## config.mk

```make
export PLATFORM = sky130hd
export DESIGN_NAME = pxclamp_top
export DESIGN_NICKNAME = d
export VERILOG_FILES = /design/src/rtl/pxclamp_pkg.sv /design/src/rtl/pxclamp_regs.sv /design/src/rtl/pxclamp_limits.sv /design/src/rtl/pxclamp_lane.sv /design/src/rtl/pxclamp_top.sv
export SDC_FILE = /design/constraint.sdc
export NUM_CORES = 1
export LEC_CHECK = 0
export BUFFER_PORTS_ARGS = -buffer_cell sky130_fd_sc_hd__buf_2
export CAP_MARGIN = 30
export CORE_MARGIN = 3
export CORE_UTILIZATION = 59
export DETAILED_ROUTE_END_ITERATION = 10
export PLACE_DENSITY = 0.85
export SLEW_MARGIN = 30
export SYNTH_ARGS = -nofsm -noshare
export SYNTH_HDL_FRONTEND = slang
export SYNTH_HIERARCHICAL = 1
export SYNTH_SLANG_ARGS = --single-unit
```

## constraint.sdc

```tcl
create_clock -name clk -period 4.65 [get_ports clk]
set_clock_uncertainty 0.05 [all_clocks]
set_input_delay 0.2325 -clock clk [delete_from_list [all_inputs] [get_ports clk]]
set_output_delay 0.2325 -clock clk [all_outputs]
set_load 0.01 [all_outputs]
```

## src/rtl/pxclamp_pkg.sv

```systemverilog
package pxclamp_pkg;

   // number of colour components carried per pixel beat
   localparam int NCOMP = 3;

   // component index used by the bound write port
   localparam logic [1:0] COMP_R = 2'd0;
   localparam logic [1:0] COMP_G = 2'd1;
   localparam logic [1:0] COMP_B = 2'd2;

   // range code held in the control register
   typedef enum logic [2:0] {
      RNG_FULL = 3'd0,
      RNG_L8   = 3'd1,
      RNG_L10  = 3'd2,
      RNG_L12  = 3'd3,
      RNG_RSV4 = 3'd4,
      RNG_RSV5 = 3'd5,
      RNG_RSV6 = 3'd6,
      RNG_PROG = 3'd7
   } rng_code_e;

   // true for codes that request a limited range
   function automatic logic rng_is_limited(input logic [2:0] code);
      case (code)
         RNG_L8, RNG_L10, RNG_L12, RNG_PROG: rng_is_limited = 1'b1;
         default:                            rng_is_limited = 1'b0;
      endcase
   endfunction

endpackage

```

## src/rtl/pxclamp_regs.sv

```systemverilog
module pxclamp_regs
   import pxclamp_pkg::*;
#(
   parameter int DW = 12
) (
   input  logic                       clk,
   input  logic                       rst_n,
   input  logic                       cfg_wr,
   input  logic                       cfg_en,
   input  logic [2:0]                 cfg_fmt,
   input  logic                       bnd_wr,
   input  logic [1:0]                 bnd_comp,
   input  logic                       bnd_upper,
   input  logic [DW-1:0]              bnd_val,
   output logic                       en_q,
   output logic [2:0]                 fmt_q,
   output logic [NCOMP-1:0][DW-1:0]   lo_q,
   output logic [NCOMP-1:0][DW-1:0]   hi_q
);

   // reset bounds defined on a 12-bit scale, shifted up for wider paths
   localparam int                SHIFT  = DW - 12;
   localparam logic [DW-1:0]     LO_RST = DW'(32'h010) << SHIFT;
   localparam logic [DW-1:0]     HI_RST = DW'(32'hFEF) << SHIFT;

   always_ff @(posedge clk or negedge rst_n) begin
      if (!rst_n) begin
         en_q  <= 1'b0;
         fmt_q <= 3'd0;
      end else if (cfg_wr) begin
         en_q  <= cfg_en;
         fmt_q <= cfg_fmt;
      end
   end

   for (genvar c = 0; c < NCOMP; c++) begin : g_bnd
      logic hit;
      assign hit = bnd_wr && (bnd_comp == 2'(c));

      always_ff @(posedge clk or negedge rst_n) begin
         if (!rst_n) begin
            lo_q[c] <= LO_RST;
            hi_q[c] <= HI_RST;
         end else if (hit) begin
            if (bnd_upper) hi_q[c] <= bnd_val;
            else           lo_q[c] <= bnd_val;
         end
      end
   end

endmodule

```

## src/rtl/pxclamp_limits.sv

```systemverilog
module pxclamp_limits
   import pxclamp_pkg::*;
#(
   parameter int DW = 12
) (
   input  logic                       en,
   input  logic [2:0]                 fmt,
   input  logic [NCOMP-1:0][DW-1:0]   prog_lo,
   input  logic [NCOMP-1:0][DW-1:0]   prog_hi,
   output logic                       active,
   output logic [NCOMP-1:0][DW-1:0]   lo,
   output logic [NCOMP-1:0][DW-1:0]   hi
);

   // fixed limited-range bounds, MSB aligned to the DW-bit datapath
   localparam logic [DW-1:0] L8_LO  = DW'(32'd16)   << (DW - 8);
   localparam logic [DW-1:0] L8_HI  = DW'(32'd235)  << (DW - 8);
   localparam logic [DW-1:0] L10_LO = DW'(32'd64)   << (DW - 10);
   localparam logic [DW-1:0] L10_HI = DW'(32'd940)  << (DW - 10);
   localparam logic [DW-1:0] L12_LO = DW'(32'd256)  << (DW - 12);
   localparam logic [DW-1:0] L12_HI = DW'(32'd3760) << (DW - 12);

   if (DW < 12) begin : g_dw_too_small
      $error("pxclamp_limits: DW must be at least 12");
   end

   assign active = en && rng_is_limited(fmt);

   for (genvar c = 0; c < NCOMP; c++) begin : g_sel
      always_comb begin
         case (fmt)
            RNG_L8:   begin lo[c] = L8_LO;      hi[c] = L8_HI;      end
            RNG_L10:  begin lo[c] = L10_LO;     hi[c] = L10_HI;     end
            RNG_L12:  begin lo[c] = L12_LO;     hi[c] = L12_HI;     end
            RNG_PROG: begin lo[c] = prog_lo[c]; hi[c] = prog_hi[c]; end
            default:  begin lo[c] = '0;         hi[c] = '1;         end
         endcase
      end
   end

endmodule

```

## src/rtl/pxclamp_lane.sv

```systemverilog
module pxclamp_lane #(
   parameter int DW = 12
) (
   input  logic          active,
   input  logic [DW-1:0] lo,
   input  logic [DW-1:0] hi,
   input  logic [DW-1:0] din,
   output logic [DW-1:0] dout
);

   logic below;
   logic above;

   assign below = din < lo;
   assign above = din > hi;

   // lower bound wins if the bounds are programmed crossed
   always_comb begin
      if (!active)    dout = din;
      else if (below) dout = lo;
      else if (above) dout = hi;
      else            dout = din;
   end

endmodule

```

## src/rtl/pxclamp_top.sv

```systemverilog
module pxclamp_top
   import pxclamp_pkg::*;
#(
   parameter int DW  = 12,
   parameter int SBW = 2
) (
   input  logic           clk,
   input  logic           rst_n,
   input  logic           cfg_wr,
   input  logic           cfg_en,
   input  logic [2:0]     cfg_fmt,
   input  logic           bnd_wr,
   input  logic [1:0]     bnd_comp,
   input  logic           bnd_upper,
   input  logic [DW-1:0]  bnd_val,
   input  logic           in_vld,
   input  logic [SBW-1:0] in_sb,
   input  logic [DW-1:0]  in_r,
   input  logic [DW-1:0]  in_g,
   input  logic [DW-1:0]  in_b,
   output logic           out_vld,
   output logic [SBW-1:0] out_sb,
   output logic [DW-1:0]  out_r,
   output logic [DW-1:0]  out_g,
   output logic [DW-1:0]  out_b
);

   if (SBW < 1) begin : g_sbw_bad
      $error("pxclamp_top: SBW must be at least 1");
   end

   logic                       cfg_en_q;
   logic [2:0]                 cfg_fmt_q;
   logic [NCOMP-1:0][DW-1:0]   prog_lo;
   logic [NCOMP-1:0][DW-1:0]   prog_hi;
   logic                       clamp_on;
   logic [NCOMP-1:0][DW-1:0]   sel_lo;
   logic [NCOMP-1:0][DW-1:0]   sel_hi;
   logic [NCOMP-1:0][DW-1:0]   pix_in;
   logic [NCOMP-1:0][DW-1:0]   pix_cl;
   logic [NCOMP-1:0][DW-1:0]   pix_q;

   pxclamp_regs #(.DW(DW)) u_regs (
      .clk       (clk),
      .rst_n     (rst_n),
      .cfg_wr    (cfg_wr),
      .cfg_en    (cfg_en),
      .cfg_fmt   (cfg_fmt),
      .bnd_wr    (bnd_wr),
      .bnd_comp  (bnd_comp),
      .bnd_upper (bnd_upper),
      .bnd_val   (bnd_val),
      .en_q      (cfg_en_q),
      .fmt_q     (cfg_fmt_q),
      .lo_q      (prog_lo),
      .hi_q      (prog_hi)
   );

   pxclamp_limits #(.DW(DW)) u_limits (
      .en      (cfg_en_q),
      .fmt     (cfg_fmt_q),
      .prog_lo (prog_lo),
      .prog_hi (prog_hi),
      .active  (clamp_on),
      .lo      (sel_lo),
      .hi      (sel_hi)
   );

   assign pix_in[0] = in_r;
   assign pix_in[1] = in_g;
   assign pix_in[2] = in_b;

   for (genvar c = 0; c < NCOMP; c++) begin : g_lane
      pxclamp_lane #(.DW(DW)) u_lane (
         .active (clamp_on),
         .lo     (sel_lo[c]),
         .hi     (sel_hi[c]),
         .din    (pix_in[c]),
         .dout   (pix_cl[c])
      );
   end

   always_ff @(posedge clk or negedge rst_n) begin
      if (!rst_n) begin
         out_vld <= 1'b0;
         out_sb  <= '0;
         pix_q   <= '0;
      end else begin
         out_vld <= in_vld;
         if (in_vld) begin
            out_sb <= in_sb;
            pix_q  <= pix_cl;
         end
      end
   end

   assign out_r = pix_q[0];
   assign out_g = pix_q[1];
   assign out_b = pix_q[2];

endmodule

```

---- After elaboration in Yosys (flattened, before gate mapping) ----
Cells that the tools add are included.
word-level totals
  register bits after elaboration ......... 115
  input port bits ......................... 62
  output and inout port bits .............. 39
  logic and storage cells ................. 55
cells by class
  magnitude comparators ................... 6
  equality and inequality tests ........... 6
  multiplexer cells ....................... 16
  bitwise operators ....................... 1
  reductions and logical operators ........ 13
operator list
  kind                number
  $pmux 12 s2         6
  $mux 12             9
  $gt 12x12->1        3
  $lt 12x12->1        3
  $reduce_and 2->1    6
  $eq 3x2->1 const B  2
  $logic_and 1x1->1   4
  $reduce_or 4->1     1
  $eq 3x1->1 const B  1
  $eq 3x3->1 const B  1
  $reduce_or 3->1     1
  $eq 2x1->1 const B  1
  $eq 2x2->1 const B  1
  $logic_not 2->1     1
  $mux 1              1
  $not 1->1           1

---- Longest topological paths before layout ----
  word-level depth ........................ 7
  gate-level depth with buffers ........... 14
  mapped depth without buffers ............ 11

---- Hierarchy ----
Netlist, hierarchy kept.
modules (own cells, without submodules)
  module          instances  cells an instance  area each (µm²)  sequential area each (µm²)
  pxclamp_regs    1          164                2949.1           1946.9
  pxclamp_lane    3          110                809.5            0.0
  pxclamp_top     1          81                 1517.7           975.9
  pxclamp_limits  1          91                 588.1            0.0

---- Worst setup path before layout ----
OpenSTA, ideal clock, no wires.
  path type ............................... register to register
  start ................................... register u_regs.fmt_q[1]
  end ..................................... register pix_q (netlist bit out_g[10])
  library setup time ...................... 0.125 ns
  arrival time ............................ 3.076 ns
  required time ........................... 4.475 ns
  path slack .............................. 1.399 ns
  cell stages (with the launch flop) ...... 15
  path buffers ............................ 3
  period minus slack after synthesis ...... 3.251 ns
  cells stage by stage .................... dfrtp_1 > buf_2 > o21bai_1 > buf_4 > o21a_1 > inv_1 > ha_1 > a21o_1 > a221oi_2 > nor3_1 > o41a_1 > and3b_4 > buf_6 > a221o_1 > mux2_4
RTL lines
  what                    RTL line            text
  start, declared         pxclamp_regs.sv:16  output logic [2:0] fmt_q,
  start signal, assigned  pxclamp_regs.sv:32  fmt_q <= cfg_fmt;
  end signal, assigned    pxclamp_top.sv:92   pix_q <= pix_cl;
  end, declared           pxclamp_top.sv:41   logic [NCOMP-1:0][DW-1:0] pix_q;

==> results.md <==
* Status: finished, final reports clean
* Clock slew at reported path FFs at 50 ps
* Tmin final at roughly 4300 ps
* Post-Place Cells at 907
* Fill cell count at 893
* Gp weighted congestion at 0.886
* Setup slack, reg-to-reg at 330 ps
* Number of global-route vias before repair at 6233
* Post-synthesis register bit count at between 100 and 150
* Setup WS post-layout at 334 ps
* Leading area contributor after synthesis: sky130_fd_sc_hd__dfrtp_1
* Post-CTS setup buffers at 0
* Critical path's slowest cell: sky130_fd_sc_hd__a21oi_1
* Worst Hold Margin at 22.8 ps
* Nets@finish at 894
* Upper clock frequency limit at ~0.23 GHz
* CTS Root Buffer Type: sky130_fd_sc_hd__clkbuf_16
* Number of different library cells in the post-synthesis netlist at 40
* Residual DRC at 0
* I/O pins at between 100 and 150
* Pin count of the biggest net entering global routing at 84
* Cts bufs inserted at 17
* Reported leakage power at 4.19 nW
* Top FF cell, synth: sky130_fd_sc_hd__dfrtp_1
* Worst slack, placed at around 500 ps
* Power per cell area at 400 mW/mm^2
* Final design utilization at 0.709
* Critical register-to-register path endpoint: out_g[3]
* Detailed Routing Iterations Pass 1 at 5
* Detailed router's first-iteration violation count at slightly above 400
* EDFF count, synth at 0
* Total of endpoints with negative setup slack in the final report at 0
* Number of H-tree levels at 4
* CP peak stage delay at 750 ps
* Worst-path fanout max at 34
* Number of max-slew violations in the final report at 0
* Largest cells by area after synthesis: sky130_fd_sc_hd__dfrtp_1 (26%), sky130_fd_sc_hd__mux2_2 (14%), sky130_fd_sc_hd__dfstp_2 (13%)
* Proportion of netlist area held by the largest area contributor at 0.264
* Number of cells on the worst reg-to-reg path at 11
* Maximum resistive drop on vdd at 0.000250 V
* Req. time, crit path at 4900 ps
* Type of the tightest min-delay check: input pin to flop
* Initial antenna violation count at 0
* Cell chain of the critical path: and3_4 -> and2_1 -> inv_1 -> ha_1 -> a211o_1 -> a31oi_1 -> o221ai_1 -> a21oi_1 -> o21ai_1 -> a221o_1 -> mux2_4
* Hpwl dp at approximately 13000 um
* Relative slew slack at 0.328
* Die area at 0.0141 sq mm
* Setup CP Type: flop to flop
* Number of instances in the synthesized netlist at 666
* Clock latency on the worst-skew pair at 420 ps
* Worst reg2reg startpoint: u_regs/fmt_q[1]
* Endpoint type of the worst setup path: flop
* Power Total at approximately 3.5 mW
* Final period util at 0.928
* Core Rows at 40
* Final Hold Vio Count at 0
* Leading cell type by number of instances after synthesis: sky130_fd_sc_hd__mux2_2
* Launching element of the worst setup path: u_regs/fmt_q[1]
* Layout cell share with drive strength beyond 1 at 0.384
* Setup repair after global routing missed its margin: false
* Final standard cell area without fillers at 0.00866 sq mm
* Yosys warns at 6
* Global routing usage summed across all routing layers at 0.272
* Summed negative setup slack over all endpoints at 0 ps
* WP data arrival at 4560 ps
* Total number of vias at 5784
* Post-Synthesis Net Count at between 700 and 800
* Most common library cells after synthesis: sky130_fd_sc_hd__mux2_2 (94), sky130_fd_sc_hd__dfrtp_1 (79), sky130_fd_sc_hd__inv_1 (72)
* Wire length per cell after detailed routing at 19.8 um
* Chip width at between 100 and 150 um
* Clock tree from TritonCTS: yes
* ANT cells at 0
* Total global routing overflow at 0
* Max-capacitance violation count at 0
* First-pass GRT wire length at around 30000 um
* Slew at the pin with the worst max-slew slack at between 1000 and 1500 ps
* Area after DPL at 0.00801 sq mm
* Critical Path Sink: out_g[3]
* Worst hold stages at 2
* Synthesis-to-finish area growth at 15.7%
* Overall die height at 119 um
* Remaining antenna violation count at 0
* Number of buffers on the longest clock path at 2
* Proportion of register bits with asynchronous set or reset after synthesis at 1.00
* Share of the yosys chip area belonging to registers at 0.391
* Kind of start point of the critical path: flop
* Final WL at 18700 um
* Number of vias per cell after detailed routing at 6.13
* Initial standard-cell utilization of the core at 0.613
* Post-synth design cell area at 0.00748 sq mm
* Final std cells w/o fill at between 900 and 1000
* Core Region at 0.0122 sq mm
* Count of input and output buffers at 100
* Average footprint of a synthesized cell at roughly 11 sq um
* Clock sink count at 115
[layout by cell type, fill, tap and decap left out, drive strengths merged]
cell type / n
and3: 40
a31oi: 3
a21o: 6
and3b: 3
buf: 104
nand2: 17
or3: 3
clkinvlp: 3
nand2b: 21
nand3b: 1
a211o: 3
bufinv: 2
a221oi: 3
clkinv: 4
ha: 69
nand4: 6
a21oi: 24
nor3: 3
inv: 72
o221ai: 3
o41a: 3
dlygate4sd3: 5
nor2: 9
nor2b: 1
clkbuf: 23
and2: 33
dfstp: 36
mux2: 114
dfrtp: 79
a21boi: 3
o21bai: 1
o21ai: 7
o21a: 18
nand4b: 2
nor4b: 1
nand3: 12
and4bb: 3
a221o: 36
[flip-flops by register name, indices dropped and copies added, names as in the netlist]
signal and flops:
out_b 12, u_regs/fmt_q 3, out_vld 1, u_regs/en_q 1, out_g 12, out_sb 2
out_r 12, u_regs/lo_q 36, u_regs/hi_q 36
[kinds of logic (layout without fill, tap and decap cells)]
logic type,Yosys count,in the layout,synth area share
simple gates,155,155,0.129
flops,115,115,0.391
mux,114,114,0.182
compound gates,110,110,0.117
buf+inv,103,213,0.0664
fa+ha+maj,69,69,0.115
[per-layer routing]
metal / global-route usage / up-vias / routed length (um)
met1: 0.323 / 2882 / 7670
met4: 0.140 / 0 / 648
met3: 0.0536 / 59 / 955
met2: 0.466 / 227 / 9440
met5: 0 / - / 0
li1: - / 2616 / -
[what timing repair did]
item                      in CTS  in global routing
hold buffers                   5                  0
hold endpoints to repair      65                  0
resized for setup              0                  0
[how the worst min path moves through the flow]
stage	from	to
after floorplan	rst_n	out_b[0]
after global placement	in_sb[1]	out_sb[1]
after detailed placement	rst_n	out_sb[1]
after CTS	cfg_fmt[1]	u_regs/fmt_q[1]
after global routing	cfg_fmt[1]	u_regs/fmt_q[1]
final	cfg_fmt[1]	u_regs/fmt_q[1]
[power breakdown]
group	switching, mW	total, mW	internal [mW]
Clock	0.457	1.31	0.855
Sequential	0.105	1.35	1.25
Combinational	0.404	0.802	0.399
Total	0.966	3.47	2.50
[critical path: cells and delay by family (launching register included)]
family                   cells  cell delay (ps)
AO/OA/AOI/OAI                6             2370
AND/OR/NAND/NOR              2              650
flip-flops                   1              490
buffers and inverters        1               50
adder cells (fa/ha/maj)      1              300
multiplexers                 1              270
[final cells by class]
class	count	area, sq um	area share
clock buffer	23	498	0.0575
clock inverter	9	103	0.0118
inverter	72	270	0.0312
multi-input combinational	448	4070	0.470
sequential	115	2920	0.337
tap	168	210	0.0243
timing repair buffer	109	589	0.0680
No activity file was read; power rests on OpenSTA's default activity.
